File: src/rtl/dlsc_pkg.sv
package dlsc_pkg;
   typedef enum logic [1:0] {
      ST_IDLE = 2'd0,
      ST_ADV  = 2'd1,
      ST_RUN  = 2'd2
   } dlsc_state_e;

   function automatic bit mask_has_lsb(input logic [31:0] m);
      return m[0];
   endfunction
endpackage

File: src/rtl/dlsc_lfsr.sv
module dlsc_lfsr #(
   parameter int          WIDTH    = 18,
   parameter logic [31:0] TAP_MASK = 32'h0000_0081,
   parameter logic [31:0] SEED     = 32'h0000_0001
) (
   input  logic             clk,
   input  logic             rst_n,
   input  logic             seed_i,
   input  logic             step_i,
   output logic [WIDTH-1:0] state_o
);
   localparam logic [WIDTH-1:0] TAPS = TAP_MASK[WIDTH-1:0];
   localparam logic [WIDTH-1:0] INIT = SEED[WIDTH-1:0];

   generate
      if (WIDTH < 2 || WIDTH > 32) begin : g_bad_width
         $error("dlsc_lfsr: WIDTH must lie in 2..32");
      end
      if (!dlsc_pkg::mask_has_lsb(TAP_MASK)) begin : g_bad_taps
         $error("dlsc_lfsr: feedback mask must include stage 0");
      end
      if (INIT == '0) begin : g_bad_seed
         $error("dlsc_lfsr: all-zero seed locks the register");
      end
   endgenerate

   logic [WIDTH-1:0] q;
   logic [WIDTH-1:0] q_next;
   logic             fb;

   assign fb = ^(q & TAPS);

   generate
      for (genvar b = 0; b < WIDTH - 1; b++) begin : g_shift
         assign q_next[b] = q[b+1];
      end
   endgenerate
   assign q_next[WIDTH-1] = fb;

   always_ff @(posedge clk or negedge rst_n) begin
      if (!rst_n) begin
         q <= INIT;
      end else if (seed_i) begin
         q <= INIT;
      end else if (step_i) begin
         q <= q_next;
      end
   end

   assign state_o = q;
endmodule

File: src/rtl/dlsc_chip_cnt.sv
module dlsc_chip_cnt #(
   parameter int FRAME_CHIPS = 38400
) (
   input  logic clk,
   input  logic rst_n,
   input  logic clr_i,
   input  logic inc_i,
   output logic first_o,
   output logic last_o
);
   localparam int CW = (FRAME_CHIPS > 1) ? $clog2(FRAME_CHIPS) : 1;
   localparam logic [CW-1:0] LAST = CW'(FRAME_CHIPS - 1);

   generate
      if (FRAME_CHIPS < 2) begin : g_bad_frame
         $error("dlsc_chip_cnt: FRAME_CHIPS must be at least 2");
      end
   endgenerate

   logic [CW-1:0] cnt;

   always_ff @(posedge clk or negedge rst_n) begin
      if (!rst_n) begin
         cnt <= '0;
      end else if (clr_i) begin
         cnt <= '0;
      end else if (inc_i) begin
         cnt <= (cnt == LAST) ? '0 : cnt + 1'b1;
      end
   end

   assign first_o = (cnt == '0);
   assign last_o  = (cnt == LAST);
endmodule

File: src/rtl/dlsc_seq.sv
module dlsc_seq
   import dlsc_pkg::*;
#(
   parameter int CODE_W = 18
) (
   input  logic              clk,
   input  logic              rst_n,
   input  logic              load_i,
   input  logic [CODE_W-1:0] code_i,
   input  logic              chip_en_i,
   input  logic              frame_last_i,
   output logic              seed_o,
   output logic              adv_step_o,
   output logic              run_step_o,
   output logic              cnt_clr_o,
   output logic              busy_o,
   output logic              run_o
);
   generate
      if (CODE_W < 1 || CODE_W > 31) begin : g_bad_code
         $error("dlsc_seq: CODE_W must lie in 1..31");
      end
   endgenerate

   dlsc_state_e       st;
   logic [CODE_W-1:0] code_q;
   logic [CODE_W-1:0] left_q;
   logic              wrap;

   assign wrap       = (st == ST_RUN) && chip_en_i && frame_last_i && !load_i;
   assign seed_o     = load_i || wrap;
   assign adv_step_o = (st == ST_ADV) && !load_i;
   assign run_step_o = (st == ST_RUN) && chip_en_i && !load_i;
   assign cnt_clr_o  = load_i || (st != ST_RUN);
   assign busy_o     = (st == ST_ADV);
   assign run_o      = (st == ST_RUN);

   always_ff @(posedge clk or negedge rst_n) begin
      if (!rst_n) begin
         st     <= ST_IDLE;
         code_q <= '0;
         left_q <= '0;
      end else if (load_i) begin
         code_q <= code_i;
         left_q <= code_i;
         st     <= (code_i == '0) ? ST_RUN : ST_ADV;
      end else begin
         unique case (st)
            ST_ADV: begin
               left_q <= left_q - 1'b1;
               if (left_q == CODE_W'(1)) begin
                  st <= ST_RUN;
               end
            end
            ST_RUN: begin
               if (wrap) begin
                  left_q <= code_q;
                  st     <= (code_q == '0) ? ST_RUN : ST_ADV;
               end
            end
            default: st <= ST_IDLE;
         endcase
      end
   end
endmodule

File: src/rtl/dlsc_combine.sv
module dlsc_combine #(
   parameter int          WIDTH   = 18,
   parameter logic [31:0] Q1_MASK = 32'h0000_8050,
   parameter logic [31:0] Q2_MASK = 32'h0000_FF60
) (
   input  logic [WIDTH-1:0] r1_i,
   input  logic [WIDTH-1:0] r2_i,
   output logic             i_o,
   output logic             q_o
);
   localparam logic [WIDTH-1:0] M1 = Q1_MASK[WIDTH-1:0];
   localparam logic [WIDTH-1:0] M2 = Q2_MASK[WIDTH-1:0];

   generate
      if (M1 == '0 && M2 == '0) begin : g_bad_q
         $error("dlsc_combine: quadrature masks are both empty");
      end
   endgenerate

   assign i_o = r1_i[0] ^ r2_i[0];
   assign q_o = (^(r1_i & M1)) ^ (^(r2_i & M2));
endmodule

File: src/rtl/dlsc_gen.sv
module dlsc_gen #(
   parameter int          REG_W       = 18,
   parameter int          CODE_W      = 18,
   parameter int          FRAME_CHIPS = 38400,
   parameter logic [31:0] R1_TAPS     = 32'h0000_0081,
   parameter logic [31:0] R2_TAPS     = 32'h0000_04A1,
   parameter logic [31:0] Q1_MASK     = 32'h0000_8050,
   parameter logic [31:0] Q2_MASK     = 32'h0000_FF60
) (
   input  logic              clk,
   input  logic              rst_n,
   input  logic              load,
   input  logic [CODE_W-1:0] code_num,
   input  logic              chip_en,
   output logic              busy,
   output logic              chip_valid,
   output logic              chip_i,
   output logic              chip_q,
   output logic              frame_start
);
   localparam logic [31:0] R1_SEED = 32'h0000_0001;
   localparam logic [31:0] R2_SEED = (REG_W >= 32) ? 32'hFFFF_FFFF : ((32'h1 << REG_W) - 32'h1);

   logic             seed, adv_step, run_step, cnt_clr, run;
   logic             f_first, f_last;
   logic [REG_W-1:0] r1, r2;

   dlsc_seq #(.CODE_W(CODE_W)) u_seq (
      .clk(clk), .rst_n(rst_n), .load_i(load), .code_i(code_num),
      .chip_en_i(chip_en), .frame_last_i(f_last), .seed_o(seed),
      .adv_step_o(adv_step), .run_step_o(run_step), .cnt_clr_o(cnt_clr),
      .busy_o(busy), .run_o(run)
   );

   dlsc_lfsr #(.WIDTH(REG_W), .TAP_MASK(R1_TAPS), .SEED(R1_SEED)) u_r1 (
      .clk(clk), .rst_n(rst_n), .seed_i(seed),
      .step_i(adv_step | run_step), .state_o(r1)
   );

   dlsc_lfsr #(.WIDTH(REG_W), .TAP_MASK(R2_TAPS), .SEED(R2_SEED)) u_r2 (
      .clk(clk), .rst_n(rst_n), .seed_i(seed),
      .step_i(run_step), .state_o(r2)
   );

   dlsc_chip_cnt #(.FRAME_CHIPS(FRAME_CHIPS)) u_cnt (
      .clk(clk), .rst_n(rst_n), .clr_i(cnt_clr), .inc_i(run_step),
      .first_o(f_first), .last_o(f_last)
   );

   dlsc_combine #(.WIDTH(REG_W), .Q1_MASK(Q1_MASK), .Q2_MASK(Q2_MASK)) u_comb (
      .r1_i(r1), .r2_i(r2), .i_o(chip_i), .q_o(chip_q)
   );

   assign chip_valid  = run && chip_en;
   assign frame_start = chip_valid && f_first;
endmodule

File: config.mk
export PLATFORM = sky130hd
export DESIGN_NAME = dlsc_gen
export DESIGN_NICKNAME = d
export VERILOG_FILES = /design/src/rtl/dlsc_pkg.sv /design/src/rtl/dlsc_lfsr.sv /design/src/rtl/dlsc_chip_cnt.sv /design/src/rtl/dlsc_seq.sv /design/src/rtl/dlsc_combine.sv /design/src/rtl/dlsc_gen.sv
export SDC_FILE = /design/constraint.sdc
export NUM_CORES = 1
export LEC_CHECK = 0
export BUFFER_PORTS_ARGS = -buffer_cell sky130_fd_sc_hd__clkbuf_2
export CAP_MARGIN = 30
export CORE_MARGIN = 1
export CORE_UTILIZATION = 55
export CTS_CLUSTER_SIZE = 25
export DETAILED_ROUTE_END_ITERATION = 8
export PLACE_DENSITY = 0.83
export SYNTH_ARGS = -nofsm -noshare
export SYNTH_HDL_FRONTEND = slang
export SYNTH_SLANG_ARGS = --single-unit
File: constraint.sdc
create_clock -name clk -period 3.5 [get_ports clk]
set_clock_uncertainty 0.05 [all_clocks]
set_input_delay 0.525 -clock clk [delete_from_list [all_inputs] [get_ports clk]]
set_output_delay 0.525 -clock clk [all_outputs]
set_load 0.1 [all_outputs]
After elaboration in Yosys (flattened, before gate mapping)
Cells that the tools add are included.

storage, ports and cells
  flip-flop bits (word level) = 90
  input port bits = 22
  output and inout port bits = 5

operators by class
  $add $sub $neg = 2
  equality and inequality tests = 7
  muxes and demuxes = 16
  bitwise operators = 3
  reductions and logical operators = 22

operators with widths
  operator                                               number
  2-to-1 mux 18 bit                                      6
  parity 18 bit                                          4
  2-to-1 mux 16 bit                                      3
  logical NOT 18 bit                                     2
  one-hot mux 18 bit (2 select lines)                    1
  == test 18 x 1 -> 1 bit, second input constant         1
  subtractor 18 x 1 -> 18 bit, second input constant     1
  adder 16 x 1 -> 16 bit, second input constant          1
  == test 16 bit, second input constant                  1
  logical NOT 16 bit                                     1
  2-to-1 mux 2 bit                                       5
  logical AND 1 bit                                      6
  inequality test 3 x 2 -> 1 bit, second input constant  2
  nonzero test 2 bit                                     3
  one-hot mux 2 bit (2 select lines)                     1
  AND reduction 2 bit                                    2
  nonzero test 3 bit                                     1
  == test 2 x 1 -> 1 bit, second input constant          1
  == test 2 bit, second input constant                   1
  logical OR 1 bit                                       2
  inequality test 2 bit, second input constant           1
  XOR 1 bit                                              2
  logical NOT 1 bit                                      1
  OR 1 bit                                               1

Logic depth before layout (Yosys ltp)
Gate-level depths: netlist (run 1).

  depth after elaboration = 7
  gate-level depth with buffers = 9

Cells and area by module
Synthesis (run 1) repeated with hierarchy kept, for this count alone.

unflattened totals
  cells, all modules = 473
  area total of the unflattened synthesis = 4,780.8 sq um

modules (own cells, without submodules)
  module             instances  cells each  area an instance (sq um)  seq. area each (sq um)
  dlsc_seq           1          237         2,188.3                   950.9
  dlsc_chip_cnt      1          103         909.6                     400.4
  dlsc_lfsr at u_r2  1          61          775.7                     473.0
  dlsc_lfsr at u_r1  1          59          759.5                     451.7
  dlsc_combine       1          10          128.9                     0.0
  dlsc_gen           1          3           18.8                      0.0

Worst setup path before layout (run 1)
No wires, ideal clock.

  path type = flip-flop to output port
  start = register u_seq.st[0]
  end = output port frame_start
  arrival = 4.625 ns
  path slack = -1.700 ns
  cell stages (with the launch flop) = 7
  cell sequence = dfrtp_1 -> inv_1 -> ha_1 -> and2_1 -> clkbuf_1 -> nand2_1 -> nor4_1

between the ends
  word-level cells in the longest chain between the ends = 3

RTL lines
  element                   RTL line        RTL
  start: declaration        dlsc_seq.sv:25  dlsc_state_e st;
  start signal: assignment  dlsc_seq.sv:46  st <= (code_i == '0) ? ST_RUN : ST_ADV;
  start signal: assignment  dlsc_seq.sv:58  st <= (code_q == '0) ? ST_RUN : ST_ADV;
  == test 2 bit             dlsc_seq.sv:36  assign run_o = (st == ST_RUN);
  logical AND 1 bit         dlsc_gen.sv:54  assign chip_valid = run && chip_en;
  named net chip_valid      dlsc_gen.sv:16  output logic chip_valid,
  logical AND 1 bit         dlsc_gen.sv:55  assign frame_start = chip_valid && f_first;
  end: declaration          dlsc_gen.sv:19  output logic frame_start

The timed path passes the listed nets, and every way through them passes these cells.

Worst setup path in the final report (run 1)
  start = register u_cnt.cnt[9]
  end = output port frame_start

between the ends
  word-level cells in the longest chain between the ends = 2

RTL lines
  element                   RTL line             RTL
  start: declaration        dlsc_chip_cnt.sv:20  logic [CW-1:0] cnt;
  start signal: assignment  dlsc_chip_cnt.sv:28  cnt <= (cnt == LAST) ? '0 : cnt + 1'b1;
  logical NOT 16 bit        dlsc_chip_cnt.sv:32  assign first_o = (cnt == '0);
  logical AND 1 bit         dlsc_gen.sv:55

Every way passes these cells.

==> results of run 1 <==
registers in the layout, indices dropped and copies added, names as in the netlist:
name / cells
u_r2.state_o: 18
u_seq.left_q: 18
u_seq.code_q: 18
u_seq.st: 2
u_r1.state_o: 18
u_cnt.cnt: 16
synth_stat cells, drive strengths merged, types with 3 or more instances:
| cell type | n |
|---|---|
| dfrtp | 71 |
| o21ai | 54 |
| nand2 | 37 |
| nor2 | 33 |
| a21oi | 30 |
| inv | 24 |
| a22o | 20 |
| dfstp | 19 |
| nor4 | 17 |
| o22a | 17 |
| xnor2 | 14 |
| clkbuf | 13 |
| nor3 | 13 |
| nand3 | 12 |
| buf | 10 |
| xor2 | 10 |
| mux2 | 8 |
| nand4 | 7 |
| ha | 6 |
| or3 | 6 |
| nand2b | 5 |
| a31oi | 4 |
| or4 | 4 |
| a211oi | 3 |
| o31ai | 3 |
| or2 | 3 |
cells by family after synthesis:
| group | count (synthesis) | synth area share, % |
|---|---|---|
| AO/OA/AOI/OAI | 150 | 21.5 |
| XOR/XNOR | 24 | 4.59 |
| adder cells (fa/ha/maj) | 6 | 1.64 |
| buffers and inverters | 48 | 4.35 |
| flip-flops | 90 | 49.7 |
| multiplexers | 9 | 2.19 |
| AND/OR/NAND/NOR | 145 | 16.1 |
routing by layer:
layer | vias up | GRT usage, %
met5 | - | 0
met4 | 0 | 9.23
met3 | 22 | 5.53
met2 | 130 | 39.0
met1 | 1750 | 35.7
li1 | 1772 | -
area by class of cell:
cell class / count / area (um^2) / area share [%]
multi-input cells: 334 / 2120 / 42.3
repair buffers: 34 / 193 / 3.85
flip-flops and latches: 90 / 2280 / 45.4
clock inverters: 7 / 78.8 / 1.57
well taps: 102 / 128 / 2.55
inverters: 25 / 93.8 / 1.87
clock buffers: 9 / 124 / 2.47
where the power goes:
part	switching, mW	internal (mW)	total, mW
clock	0.434	0.286	0.720
sequential	0.152	1.18	1.33
combinational	0.472	0.254	0.726
total	1.06	1.72	2.77
worst register-to-register path: cells and delay by family, from the launching register on:
family / cells / cell delay [ns]
compound gates: 3 / 0.93
buf+inv: 1 / 0.21
simple gates: 2 / 0.87
flops: 1 / 0.45
worst paths after layout:
check | startpoint | end | depth (start not counted)
hold / removal | rst_n | u_cnt.cnt[14]$_DFFE_PN0P_ | 1
hold reg to reg | u_r1.state_o[1]$_DFFE_PN0P_ | u_r1.state_o[0]$_DFFE_PN1P_ | 2
min in group clk | code_num[13] | u_seq.code_q[13]$_DFFE_PN0P_ | 3
setup / recovery | u_cnt.cnt[9]$_DFFE_PN0P_ | frame_start | 3
setup reg to reg | u_cnt.cnt[9]$_DFFE_PN0P_ | u_seq.left_q[5]$_DFFE_PN0P_ | 6
max in group asynchronous | rst_n | u_seq.code_q[3]$_DFFE_PN0P_ | 2
==> summary.md, run 1 <==
| Metric | Value |
|---|---|
| Status | complete, no violations |
| Max clock buf depth | 2 |
| CTS tree | yes |
| Post-synth EDFFs | 0 |
| Met2 WL post-DR | 4.68 mm |
| Clock root buffer master | clkbuf_8 |
| Ports | 27 |
| Yosys cell types | 55 |
| Routed wire length | 9.97 mm |
| Max Fclk | 362 MHz |
| Hold Crit Class | in2async |
| Post-synth top area cell | dfrtp_1 |
| Post-synthesis sequential area ratio | 49.7% |
| Gr usage total | 25.5% |
| Placed cell area | 0.00481 mm^2 |
| Total Power | 2.77 mW |
| Tightest Pin Transition | 0.991 ns |
| Nets | 522 |
| Worst rel slew slack | 33.7% |
| Final core utilization | 63.5% |
| Setup violations, final | 0 |
| Commonest non-fill, non-tap cell in the layout | dfrtp_1 |
| Grt ovf | 0 |
| Initial antenna violation count | 0 |
| Largest net degree at the start of global routing | 74 |
| Die Area | 0.00869 mm^2 |
| Setup CP Type | reg2out |
| Most frequent cells in the layout | 71 x dfrtp_1, 54 x o21ai_0, 37 x nand2_1 |
| Vias in the first global route | 3481 |
| Hold buffer count at cts | 0 |
| Average cell area after synthesis | 9.70 um^2 |
| Synth warnings | 0 |
| Post-cts sizing count | 0 |
| CP bufs+invs | 1 |
| Largest cells by area after synthesis | dfrtp_1 39%, dfstp_2 11%, o21ai_0 5.9% |
| Fin cells | 601 |
| Seq cells post-synth | 90 |
| First drt pass iteration count | 5 |
| CP Cell Sequence | or4_4 -> nor4_4 -> clkbuf_2 |
| Diodes inserted | 0 |
| Setup TNS | 0 ns |
| Die width | 93.2 um |
| CP required | 2.92 ns |
| M1 WL | 4.51 mm |
| PortBufs | 26 |
| Die height | 93.2 um |
| DR top layer | met4 |
| GPL Wtd Cong | 0.944 |
| Post-DR vias/cell | 6.11 |
| Crit-path max cell delay | 0.59 ns |
| First-pass GRT wire length | 17.1 mm |
| WP data arrival | 2.19 ns |
| Period Utilization, post-route | 78.9% |
| Worst reg-to-reg setup slack | 0.89 ns |
| Asr flop ratio synth | 100% |
| Layout cells sized above 1 | 17.4% |
| ANT nets after route | 0 |
| Routed via count | 3674 |
| Max-cap violation count | 0 |
| Ys flop type | dfrtp_1 |
| Top cell type's share of synthesized area | 38.8% |
| Synthesized Nets | 500 |
| Area Growth Syn to Fin | 9.46% |
| Peak supply drop | 0.278 mV |
| Syn Inst Count | 472 |
| Met3 WL | 587 um |
| Clk pin slew, worst setup/hold paths | 0.10 ns |
| Power per cell area | 553 mW/mm^2 |
| Fin. max-slew vios | 0 |
| Hold slack | 0.212 ns |
| Inserted Clock Buffers | 9 |
| Worst Setup Start Kind | register |
| Slowest stage cell, crit path | or4_4 |
| Final HPWL DP | 6.92 mm |
| RSZ-0062 raised after global routing | no |
| Clk sink count | 90 |
| Dpl cells | 585 |
| Fillers | 619 |
| Crit-path max FO | 5 |
| Core Region | 0.00789 mm^2 |
| Num rows | 32 |
| Post-CTS Setup Bufs | 0 |
| Leak | 2.05 nW |
| Number of DRC violations after detailed-routing iteration 0 | 155 |
| Starting Density | 58.0% |
| CP delay by family, top | simple AND/OR/NAND/NOR gates |
| Hold Vio Cnt, Final | 0 |
| H-tree levels | 3 |
| Min cycle time layout | 2.76 ns |
| Pre-CTS WS | 0.922 ns |
| DRC violations left | 0 |
| Worst setup EP type | output pin |
| WL/cell | 16.6 um |
| Smallest setup slack after layout | 0.737 ns |
| Final Instance Area | 0.00501 mm^2 |
| Cell Area, Synth | 0.00458 mm^2 |
| Skew-Pair Late Insertion Delay | 0.38 ns |
(Power assumes the default switching activity.)
==> run 2, diff against run 1 <==
ABC_AREA = 1   (was unset)
clock period = 2.8 ns   (was 3.5 ns; I/O delays follow)
==> run 2 against run 1 <==
Net effect: die area increased by 13%; critical path depth is 4 higher; highest routed layer unchanged; critical endpoint unchanged; clock power is 26% higher; sequential power rose by 37%; synthesized area increased by 13%; non-clock buffer count did not move; clock-buffer cell count up 2; worst hold slack improved by 0.028 ns; synthesized cell count is 48% higher.
==> summary.md, run 2 <==
| Metric | Value |
|---|---|
| Max-cap violation count | 0 (unchanged) |
| Worst setup EP type | output pin (unchanged) |
| Average cell area after synthesis | 7.40 um^2 (was 9.70 um^2) |
| Largest family of logic cells by synthesized area | simple AND/OR/NAND/NOR gates (was compound AO/OA/AOI/OAI gates) |
| Combinational fraction of design power | 42.1% (was 26.2%) |
| Inserted Clock Buffers | 9 (unchanged) |
| Setup CP Type | reg2out (unchanged) |
| Number of DRC violations after detailed-routing iteration 0 | 224 (was 155) |
| Total Power | 4.71 mW (was 2.77 mW) |
| Clk pwr share | 19.2% (was 26.0%) |
| Fin. max-slew vios | 0 (unchanged) |
| WL/cell | 14.0 um (was 16.6 um) |
| Placed cell area | 0.00541 mm^2 (was 0.00481 mm^2) |
| Area Growth Syn to Fin | 8.51% (was 9.46%) |
| Sw frac | 45.1% (was 38.1%) |
| Max clock buf depth | 2 (unchanged) |
| Crit-path max FO | 17 (was 5) |
| Nets | 747 (was 522) |
| First-pass GRT wire length | 20.6 mm (was 17.1 mm) |
| Count leader, synth | nand2_1 (was dfrtp_1) |
| Die width | 99.0 um (was 93.2 um) |
| Gr usage total | 26.4% (was 25.5%) |
| Ports | 27 (unchanged) |
| Leak | 2.72 nW (was 2.05 nW) |
| Hold Vio Cnt, Final | 0 (unchanged) |
| Post-synth EDFFs | 0 (unchanged) |
| Vias in the first global route | 4490 (was 3481) |
| Post-synth top area cell | dfrtp_1 (unchanged) |
| Pre-CTS WS | 0.417 ns (was 0.922 ns) |
| RSZ-0062 raised after global routing | no (unchanged) |
| ANT nets after route | 0 (unchanged) |
| PortBufs | 26 (unchanged) |
| Largest cells by area after synthesis | dfrtp_1 34%, nand2_1 14%, dfstp_2 9.6% (was dfrtp_1 39%, dfstp_2 11%, o21ai_0 5.9%) |
| Initial antenna violation count | 0 (unchanged) |
| Hold Crit Class | in2reg (was in2async) |
| Reg power frac | 38.7% (was 47.9%) |
| Worst reg-to-reg setup slack | 0.37 ns (was 0.89 ns) |
| Worst rel slew slack | 57.8% (was 33.7%) |
| Post-cts sizing count | 0 (unchanged) |
| Clk pin slew, worst setup/hold paths | 0.09 ns (was 0.10 ns) |
| Compound-Gate Fraction of Synth Area | 10.4% (was 21.5%) |
| Syn Inst Count | 699 (was 472) |
| Routed wire length | 11.7 mm (was 9.97 mm) |
| Min cycle time layout | 2.58 ns |
| DRC violations left | 0 (unchanged) |
| Core Region | 0.00920 mm^2 (was 0.00789 mm^2) |
| Most frequent cells in the layout | 189 x nand2_1, 91 x nor2_1, 71 x dfrtp_1 (was 71 x dfrtp_1, 54 x o21ai_0, 37 x nand2_1) |
| Power per cell area | 839 mW/mm^2 (was 553 mW/mm^2) |
| Die height | 99.0 um (was 93.2 um) |
| Fillers | 807 (was 619) |
| Final Instance Area | 0.00561 mm^2 (was 0.00501 mm^2) |
| Clock root buffer master | clkbuf_8 (unchanged) |
| Worst Setup Start Kind | register (unchanged) |
| Final HPWL DP | 8.35 mm (was 6.92 mm) |
| Commonest non-fill, non-tap cell in the layout | nand2_1 (was dfrtp_1) |
| Max Fclk | 387 MHz |
| Largest net degree at the start of global routing | 51 (was 74) |
| First drt pass iteration count | 4 (was 5) |
| Skew-Pair Late Insertion Delay | 0.37 ns (was 0.38 ns) |
| Clk sink count | 90 (unchanged) |
| Ys flop type | dfrtp_1 (unchanged) |
| Layout cells sized above 1 | 12.6% (was 17.4%) |
| Diodes inserted | 0 (unchanged) |
| WP data arrival | 2.11 ns (was 2.19 ns) |
| Num rows | 35 (was 32) |
| Smallest setup slack after layout | 0.217 ns (was 0.737 ns) |
| Top cell type's share of synthesized area | 34.3% (was 38.8%) |
| CP required | 2.33 ns (was 2.92 ns) |
| Routed via count | 4553 (was 3674) |
| Post-DR vias/cell | 5.45 (was 6.11) |
| H-tree levels | 3 (unchanged) |
| Xor/xnor cell area share of the yosys netlist | 4.23% (was 4.59%) |
| GPL Wtd Cong | 0.935 (was 0.944) |
| Asr flop ratio synth | 100% (unchanged) |
| Area share of fa/ha/maj cells after synthesis | 1.45% (was 1.64%) |
| Net Switching | 2.12 mW (was 1.06 mW) |
| Seq cells post-synth | 90 (unchanged) |
| Die Area | 0.00980 mm^2 (was 0.00869 mm^2) |
| Cell Area, Synth | 0.00517 mm^2 (was 0.00458 mm^2) |
| Multiplexer area fraction after synthesis | 0% (was 2.19%) |
| Synth warnings | 0 (unchanged) |
| CTS tree | yes (unchanged) |
| Synthesized Nets | 727 (was 500) |
| Status | complete, no violations (unchanged) |
| Int Pwr | 2.59 mW (was 1.72 mW) |
| Period Utilization, post-route | 92.3% |
| Tightest Pin Transition | 0.631 ns (was 0.991 ns) |
| Yosys cell types | 38 (was 55) |
| Top post-synthesis cells by count | 189 x nand2_1, 91 x nor2_1, 71 x dfrtp_1 (was 71 x dfrtp_1, 54 x o21ai_0, 37 x nand2_1) |
| Setup violations, final | 0 (unchanged) |
| Post-synthesis sequential area ratio | 44.0% (was 49.7%) |
| Peak supply drop | 0.635 mV (was 0.278 mV) |
| Setup TNS | 0 ns (unchanged) |
| Grt ovf | 0 (unchanged) |
| Simple-gate share of the synthesized area | 32.0% (was 16.1%) |
| Starting Density | 56.3% (was 58.0%) |
==> run 2: cell types whose count changed after synthesis, sizes merged, moves of 8 or more <==
cell and change:
a21oi -9, a22o -20, inv +46, mux2 -8
nand2 +157, nand3 +55, nor2 +65, nor3 -9
nor4 -16, o21ai +13, o22a -17
==> run 2: what timing repair did <==
item,in CTS,in global routing
hold buffers,1,0
endpoints found under the hold margin,1,0
setup buffers,0,0
==> run 2: kinds of logic (layout without fill, tap and decap cells) <==
| family | count (synthesis) | count (layout) |
|---|---|---|
| AND/OR/NAND/NOR | 381 | 381 |
| AO/OA/AOI/OAI | 100 | 100 |
| buffers and inverters | 97 | 122 |
| flip-flops | 90 | 90 |
| XOR/XNOR | 25 | 25 |
| adder cells (fa/ha/maj) | 6 | 6 |
==> run 2: area by class of cell <==
cell class / instances / area, um^2 / share of cell area (%)
Multi-Input combinational cell: 512 / 2500 / 44.6
Sequential cell: 90 / 2280 / 40.5
Inverter: 72 / 279 / 4.97
Timing Repair Buffer: 34 / 225 / 4.01
Tap cell: 111 / 139 / 2.47
Clock buffer: 11 / 131 / 2.34
Clock inverter: 5 / 62.6 / 1.11
==> run 2: stage by stage <==
stage                     utilization, %  std cells  hold WS [ns]
after floorplan                        -        699        0.0744
after global placement              58.8        818         0.391
after detailed placement            58.8        818         0.399
after CTS                           61.0        835         0.238
after global routing                61.0        835         0.244
final                               61.0        835         0.241
==> run 2: power groups by stage <==
stage | logic [mW] | clock network, mW | registers [mW]
after global routing | 2.23 | 0.976 | 1.85
after global placement | 1.90 | 0 | 1.83
after detailed placement | 1.96 | 0 | 1.84
after floorplan | 1.61 | 0 | 1.77
after CTS | 1.98 | 0.916 | 1.81
final | 1.98 | 0.904 | 1.82
==> run 2: final timing paths <==
kind	from	endpoint	cells past startpoint
worst min-delay path	code_num[3]	u_seq.code_q[3]$_DFFE_PN0P_	3
worst min register to register	u_seq.code_q[3]$_DFFE_PN0P_	u_seq.code_q[3]$_DFFE_PN0P_	2
max in group asynchronous	rst_n	u_r1.state_o[0]$_DFFE_PN1P_	3
min in group asynchronous	rst_n	u_cnt.cnt[14]$_DFFE_PN0P_	2
worst max register to register	u_seq.st[0]$_DFFE_PN0P_	u_seq.left_q[17]$_DFFE_PN0P_	10
worst max-delay path	u_seq.st[0]$_DFFE_PN0P_	frame_start	7
==> run 2: worst max-delay path: stages, from the launching register on <==
cell	delay (ns)
dfrtp_1	0.39
inv_1	0.08
ha_1	0.19
nand2_2	0.25
inv_8	0.12
nand4_1	0.14
nor4_4	0.36
buf_12	0.21
==> run 2: per-layer routing <==
metal	routed length, um	vias up	GRT usage, %
met1	5290	2136	35.7
met5	0	-	0
met3	527	18	4.89
li1	-	2277	-
met4	188	0	8.73
met2	5690	122	43.1
